File: config.mk
export PLATFORM = sky130hd
export DESIGN_NAME = carrier_collision_unit
export DESIGN_NICKNAME = d
export VERILOG_FILES = /design/src/rtl/ccu_pkg.sv /design/src/rtl/ccu_ctrl.sv /design/src/rtl/ccu_dp.sv /design/src/rtl/carrier_collision_unit.sv
export SDC_FILE = /design/constraint.sdc
export NUM_CORES = 1
export LEC_CHECK = 0
export ABC_CLOCK_PERIOD_IN_PS = 1400
export BUFFER_PORTS_ARGS = -buffer_cell sky130_fd_sc_hd__buf_2
export CORE_AREA = 3 3 40 42
export DETAILED_ROUTE_END_ITERATION = 8
export DIE_AREA = 0 0 43 45
export PLACE_DENSITY_LB_ADDON = 0.2
export SYNTH_ARGS = -nofsm -noshare
export SYNTH_HDL_FRONTEND = slang
export SYNTH_SLANG_ARGS = --single-unit
File: constraint.sdc
create_clock -name clk -period 1.4 [get_ports clk]
set_input_delay 0.21 -clock clk [delete_from_list [all_inputs] [get_ports clk]]
set_output_delay 0.21 -clock clk [all_outputs]
set_load 0.03 [all_outputs]
File: src/rtl/ccu_pkg.sv
package ccu_pkg;

  // Strobes from the control module to the datapath
  typedef struct packed {
    logic sqeOn;    // heartbeat pulse window active
    logic ledFlip;  // collision onset seen this cycle
  } ccuStrobe_t;

  typedef enum logic [1:0] {
    SQE_IDLE  = 2'd0,
    SQE_WAIT  = 2'd1,
    SQE_PULSE = 2'd2
  } sqeState_t;

endpackage

File: src/rtl/ccu_ctrl.sv
module ccu_ctrl
  import ccu_pkg::*;
#(
  parameter int SQE_DELAY = 4,
  parameter int SQE_WIDTH = 3
) (
  input  logic       clk,
  input  logic       rstN,
  input  logic       txEn,
  input  logic       sqeAllowed,
  input  logic       colRaw,
  output ccuStrobe_t strobe
);

  localparam int MAX_SPAN = (SQE_DELAY > SQE_WIDTH) ? SQE_DELAY : SQE_WIDTH;
  localparam int CNT_W    = (MAX_SPAN > 1) ? $clog2(MAX_SPAN) : 1;
  localparam logic [CNT_W-1:0] DELAY_LAST = CNT_W'(SQE_DELAY - 1);
  localparam logic [CNT_W-1:0] WIDTH_LAST = CNT_W'(SQE_WIDTH - 1);

  sqeState_t       state;
  logic [CNT_W-1:0] cnt;
  logic             txPrev;
  logic             colPrev;

  always_ff @(posedge clk or negedge rstN) begin
    if (!rstN) begin
      state   <= SQE_IDLE;
      cnt     <= '0;
      txPrev  <= 1'b0;
      colPrev <= 1'b0;
    end else begin
      txPrev  <= txEn;
      colPrev <= colRaw;
      case (state)
        SQE_IDLE: begin
          if (txPrev && !txEn && sqeAllowed) begin
            state <= SQE_WAIT;
            cnt   <= '0;
          end
        end
        SQE_WAIT: begin
          if (txEn || !sqeAllowed) begin
            state <= SQE_IDLE;
          end else if (cnt == DELAY_LAST) begin
            state <= SQE_PULSE;
            cnt   <= '0;
          end else begin
            cnt <= cnt + 1'b1;
          end
        end
        SQE_PULSE: begin
          if (txEn || !sqeAllowed || cnt == WIDTH_LAST) begin
            state <= SQE_IDLE;
          end else begin
            cnt <= cnt + 1'b1;
          end
        end
        default: state <= SQE_IDLE;
      endcase
    end
  end

  always_comb begin
    strobe.sqeOn   = (state == SQE_PULSE);
    strobe.ledFlip = colRaw && !colPrev;
  end

endmodule

File: src/rtl/ccu_dp.sv
module ccu_dp
  import ccu_pkg::*;
(
  input  logic       clk,
  input  logic       rstN,
  input  logic       rxActive,
  input  logic       txEn,
  input  logic       fullDuplex,
  input  logic       repeaterMode,
  input  logic       isolate,
  input  logic       sqeReq,
  input  ccuStrobe_t strobe,
  output logic       colRaw,
  output logic       sqeAllowed,
  output logic       crs,
  output logic       col,
  output logic       crsOe,
  output logic       colOe,
  output logic       ledCol
);

  logic halfMode;

  always_comb begin
    halfMode   = !fullDuplex || repeaterMode;
    colRaw     = halfMode && txEn && rxActive;
    sqeAllowed = sqeReq && halfMode && !repeaterMode;
    crs        = rxActive || (halfMode && txEn);
    col        = colRaw || (strobe.sqeOn && sqeAllowed);
    colOe      = !isolate;
    crsOe      = !isolate || repeaterMode;
  end

  always_ff @(posedge clk or negedge rstN) begin
    if (!rstN) begin
      ledCol <= 1'b0;
    end else if (!halfMode) begin
      ledCol <= 1'b0;
    end else if (strobe.ledFlip) begin
      ledCol <= !ledCol;
    end
  end

endmodule

File: src/rtl/carrier_collision_unit.sv
module carrier_collision_unit
  import ccu_pkg::*;
#(
  parameter int SQE_DELAY = 4,
  parameter int SQE_WIDTH = 3
) (
  input  logic clk,
  input  logic rstN,
  input  logic rxActive,
  input  logic txEn,
  input  logic fullDuplex,
  input  logic repeaterMode,
  input  logic isolate,
  input  logic sqeReq,
  output logic crs,
  output logic col,
  output logic crsOe,
  output logic colOe,
  output logic ledCol
);

  ccuStrobe_t strobe;
  logic       colRaw;
  logic       sqeAllowed;

  ccu_ctrl #(
    .SQE_DELAY(SQE_DELAY),
    .SQE_WIDTH(SQE_WIDTH)
  ) ctrl_i (
    .clk       (clk),
    .rstN      (rstN),
    .txEn      (txEn),
    .sqeAllowed(sqeAllowed),
    .colRaw    (colRaw),
    .strobe    (strobe)
  );

  ccu_dp dp_i (
    .clk         (clk),
    .rstN        (rstN),
    .rxActive    (rxActive),
    .txEn        (txEn),
    .fullDuplex  (fullDuplex),
    .repeaterMode(repeaterMode),
    .isolate     (isolate),
    .sqeReq      (sqeReq),
    .strobe      (strobe),
    .colRaw      (colRaw),
    .sqeAllowed  (sqeAllowed),
    .crs         (crs),
    .col         (col),
    .crsOe       (crsOe),
    .colOe       (colOe),
    .ledCol      (ledCol)
  );

endmodule

* Word level (Yosys, flattened, before mapping)
Index checks and enable logic that the tools add are counted.
Storage, ports and cells: output and inout port bits 5, word-level logic and storage cells 53, register bits 7, bits of input ports 8
Cells by class: reduce and logical (&&, ||, !) cells 25, add/subtract/negate cells 1, equal/unequal tests 10, mux-type cells 12
Operator list (count):
- two-way mux 2 bit | 8
- one-hot mux 2 bit (3 select lines) | 2
- logical AND 1 bit | 8
- inequality test 2 bit (second input constant) | 4
- zero test 1 bit | 7
- == test 2 bit (second input constant) | 3
- logical OR 1 bit | 6
- AND reduction 4 bit | 1
- inequality test 3 x 1 -> 1 bit (second input constant) | 1
- AND reduction 3 bit | 1
- nonzero test 3 bit | 1
- adder 2 x 1 -> 2 bit (second input constant) | 1
- == test 2 x 1 -> 1 bit (second input constant) | 1
- zero test 2 bit | 1
- two-way mux 1 bit | 2
- inequality test 2 x 1 -> 1 bit (second input constant) | 1

* Longest topological paths before layout
depth after elaboration 9, depth in mapped cells 6, depth with buffers taken out 6

* By module
Synthesis repeated with hierarchy kept, for this count alone.
Unflattened totals: cell total of the unflattened synthesis 53, area, all modules 534.3 µm²
By module, submodules not included:
- ccu_ctrl | area an instance 436.7 µm², times used 1, cells an instance 40, sequential area each 150.1 µm²
- ccu_dp | area an instance 97.6 µm², times used 1, cells an instance 13, sequential area each 25.0 µm²

* Worst setup path before layout
OpenSTA, ideal clock, no wires.
kind in2reg, start input fullDuplex, end register ctrl_i.cnt[0], stages on the path 5, arrival 1.401 ns, library setup time 0.127 ns, path slack -0.129 ns, data required time 1.273 ns, path buffers 1, path through or4b_4 buf_6 o21ai_4 nand3_2 mux2_1
Between the ends: word-level cells in the longest chain between the ends 9, elaborated cells on any way between the ends 12, those cells by class eq/ne (3); reduce/logical (9)
RTL lines:
- start, declared | line carrier_collision_unit.sv:11 | input logic fullDuplex,
- zero test 1 bit * | line ccu_dp.sv:25 | halfMode = !fullDuplex || repeaterMode;
- logical OR 1 bit * | line ccu_dp.sv:25
- logical AND 1 bit * (2 in series) | line ccu_dp.sv:27 | sqeAllowed = sqeReq && halfMode && !repeaterMode;
- zero test 1 bit | line ccu_ctrl.sv:42, ccu_ctrl.sv:52
- logical OR 1 bit | line ccu_ctrl.sv:42, ccu_ctrl.sv:52
- logical OR 1 bit | line ccu_ctrl.sv:52 | if (txEn || !sqeAllowed || cnt == WIDTH_LAST) begin
- inequality test 2 bit (no source line)
- AND reduction 4 bit (no source line) *
- end signal, assigned | line ccu_ctrl.sv:48 | cnt <= cnt + 1'b1;
- end signal, assigned | line ccu_ctrl.sv:55 | cnt <= cnt + 1'b1;
- end, declared | line ccu_ctrl.sv:21 | logic [CNT_W-1:0] cnt;
Every way passes the cells marked *; elsewhere a longest branch is shown, timed or not. A chain may end at the register's enable or synchronous reset.

* Final worst setup path
start register ctrl_i.state[1], end register ctrl_i.cnt[1]
Between the ends: word-level cells in the longest chain between the ends 3, elaborated cells on any way between the ends 9, those cells by class eq/ne (5); mux (1); reduce/logical (3)
RTL lines:
- start, declared | line ccu_ctrl.sv:20 | sqeState_t state;
- start signal, assigned | line ccu_ctrl.sv:27 | state <= SQE_IDLE;
- start signal, assigned | line ccu_ctrl.sv:37 | state <= SQE_WAIT;
- start signal, assigned | line ccu_ctrl.sv:43 | state <= SQE_IDLE;
- == test 2 bit (tied with other cells) | line ccu_ctrl.sv:34 | case (state)
- inequality test 2 bit (no source line) (tied with other cells)
- AND reduction 4 bit (no source line)
Parallel ways exist; a longest one is shown, timed or not.

==> run metrics <==
fill count=between 100 and 150; Worst Setup End Kind=flop; Cell Area, Placed=678 µm²; nets=100; peak supply drop=between 0.4 and 0.5 mV; Async S/R FF share, synth=100%; n_diodes=0; WP data required=1.54 ns; First DRT Iteration DRCs=9; maxcap violations=0; final hold slack=0.198 ns; Mean Syn Cell Area=roughly 10 µm²; initial antenna violation count=0; CTS H-tree lvls=1; gpl congestion=between 0.7 and 0.8; status=finished with violations; Die ar.=between 1500 and 2000 µm²; drt first pass iters=4; Die Width=around 43 µm; share of layout cells above drive strength 1=approximately 60%; I/O Pins=13; Arr. time, crit path=roughly 1.6 ns; Synth area leaders=dfrtp_1 34%, ha_1 15%, inv_1 5.9%; kind of critical path=flop to flop; Worst Reg-to-Reg Cells=6; worst min-delay path category=input port to flop; hold depth=2; post-route cell area=around 840 µm²; post-synthesis net count=66; top-count cell post-synth=inv_1; fin crit period=1.45 ns; Area Growth Syn to Fin=65.4%; sequential share of the synthesized area=34.4%; P_leak=0.000406 µW; Rows=13; drt wl/cell=between 10 and 15 µm; clk root buf=clkbuf_4; Post-synth EDFFs=0; Placeable Area=about 1300 µm²; # setup viols final=4; synthesized area=~500 µm²; top-area cell type share of the netlist area=34.4%; reg-to-reg setup timing slack=-0.05 ns; first-pass GRT wire length=between 2000 and 2500 µm; DRC errors left=0; number of port buffers=12; Total Wirelength=1240 µm; CTS tree=built; Final ANT Viol Nets=0; total global routing overflow=0; Final Cycle Share=103%; worst-path fanout max=2; vias in the first global route=510; chip height=between 40 and 50 µm; setup TNS=-0.125 ns; effective utilization at floorplan=just under 40%; most common library cells after synthesis=8 x inv_1, 7 x dfrtp_1, 6 x ha_1; Gate Count Post-Synth=52; main flop type after synthesis=dfrtp_1; vias=498; worst reg2reg startpoint=ctrl_i.state[1]; min-delay src=txEn; multi-input logic area=approximately 380 µm²; Hold Crit Endpoint=ctrl_i.txPrev; Seq cells post-synth=7; total track usage=between 10 and 15%; post-synth cell types=25; clock sinks=7; setup ws final=-0.0469 ns; largest net degree at the start of global routing=8; dominant cell type by area after synthesis=dfrtp_1; Finished Core Util=65.5%; Max Buffers Root-to-Sink=2; kind of start point of the critical path=flop; worst relative slew slack=~85%; failing checks=setup timing; PwrDens=963 nW/µm²; worst-margin pin slew=between 0.2 and 0.25 ns; RSZ-0062 raised after global routing=yes; number of buffers created by CTS=3; clk_lat worst skew=about 0.25 ns; register area=between 150 and 200 µm²; endpoints failing hold=0; DP Wirelength=about 860 µm; Yosys warning total=0; Pins Over Slew Limit=0; clock-pin slew on the worst setup and hold paths=0.06 ns; vias per cell=4.98; Worst Skew=approximately 0.0054 ns; reg2reg end=ctrl_i.cnt[1]; f_max=between 600 and 700 MHz
-- through the flow --
stage | setup WS [ns] | power [µW] | instances
detailed placement | -0.216 | 521 | 91
CTS | -0.0549 | 817 | 99
global route | -0.103 | 865 | 100
global placement | -0.194 | 518 | 91
finish | -0.0469 | 810 | 100
floorplan | -0.120 | 414 | 52
-- how the worst max path moves through the flow --
| stage | to | depth (start not counted) | slack, ns | start |
|---|---|---|---|---|
| final | ctrl_i.cnt[1] | 6 | -0.05 | ctrl_i.state[1] |
| after global routing | ctrl_i.state[1] | 7 | -0.10 | ctrl_i.state[1] |
| after CTS | ctrl_i.cnt[1] | 6 | -0.05 | ctrl_i.state[1] |
| after detailed placement | ctrl_i.cnt[1] | 5 | -0.22 | fullDuplex |
| after global placement | ctrl_i.cnt[0] | 5 | -0.19 | fullDuplex |
| after floorplan | ctrl_i.cnt[0] | 5 | -0.12 | fullDuplex |
-- registers in the layout (all words and copies together), names as in the netlist --
| register | count |
|---|---|
| dp_i.ledCol | 1 |
| ctrl_i.colPrev | 1 |
| ctrl_i.txPrev | 1 |
| ctrl_i.cnt | 2 |
| ctrl_i.state | 2 |
-- placed cells by master, fill, tap and decap left out, types with 2 or more instances in the layout --
cell      count
buf_2        11
buf_4        15
buf_6         3
clkbuf_4      3
dfrtp_1       6
ha_1          2
ha_4          4
inv_1         6
inv_2         2
mux2_4        2
nand2b_1      4
nand3_2       2
nor2_1        3
o21ai_0       3
o21ai_2       2
-- layer usage --
layer	global-route usage [%]	part of all wire (%)
met1	17.9	42
met2	25.1	53
met3	2.79	3.6
met4	9.04	1.4
met5	0	0
-- cell families after synthesis --
kind of cell | count (synthesis) | synth area share [%]
adder cells (fa/ha/maj) | 6 | 14.7
multiplexers | 3 | 6.39
AO/OA/AOI/OAI | 12 | 17.0
buffers and inverters | 9 | 8.11
AND/OR/NAND/NOR | 15 | 19.4
flip-flops | 7 | 34.4
-- power breakdown --
group | switching, µW | total, µW | internal, µW
clock network | 81.2 | 186 | 105
registers | 12.6 | 238 | 225
logic | 191 | 387 | 196
-- critical path, stage by stage, from the launching register on --
cell and delay (ns):
dfrtp_2 0.43, buf_6 0.13, buf_6 0.11, ha_4 0.14, a21oi_2 0.10, nand3_2 0.10
mux2_4 0.31
-- what timing repair did --
item,4_1_cts,5_1_grt
resized for setup,20,2
setup buffers,4,1
setup endpoints to repair,4,5
hold buffers,1,0
pin swaps,3,1
cloned,0,0
hold endpoints to repair,7,0
-- final cells by class --
cell class / instances / area share, %
well taps: 15 / 2.23
repair buffers: 30 / 25.1
clock buffers: 3 / 2.67
clock inverters: 1 / 0.594
multi-input cells: 36 / 44.9
inverters: 8 / 3.57
flip-flops and latches: 7 / 21.0
Power figures use the tool's default switching activity.
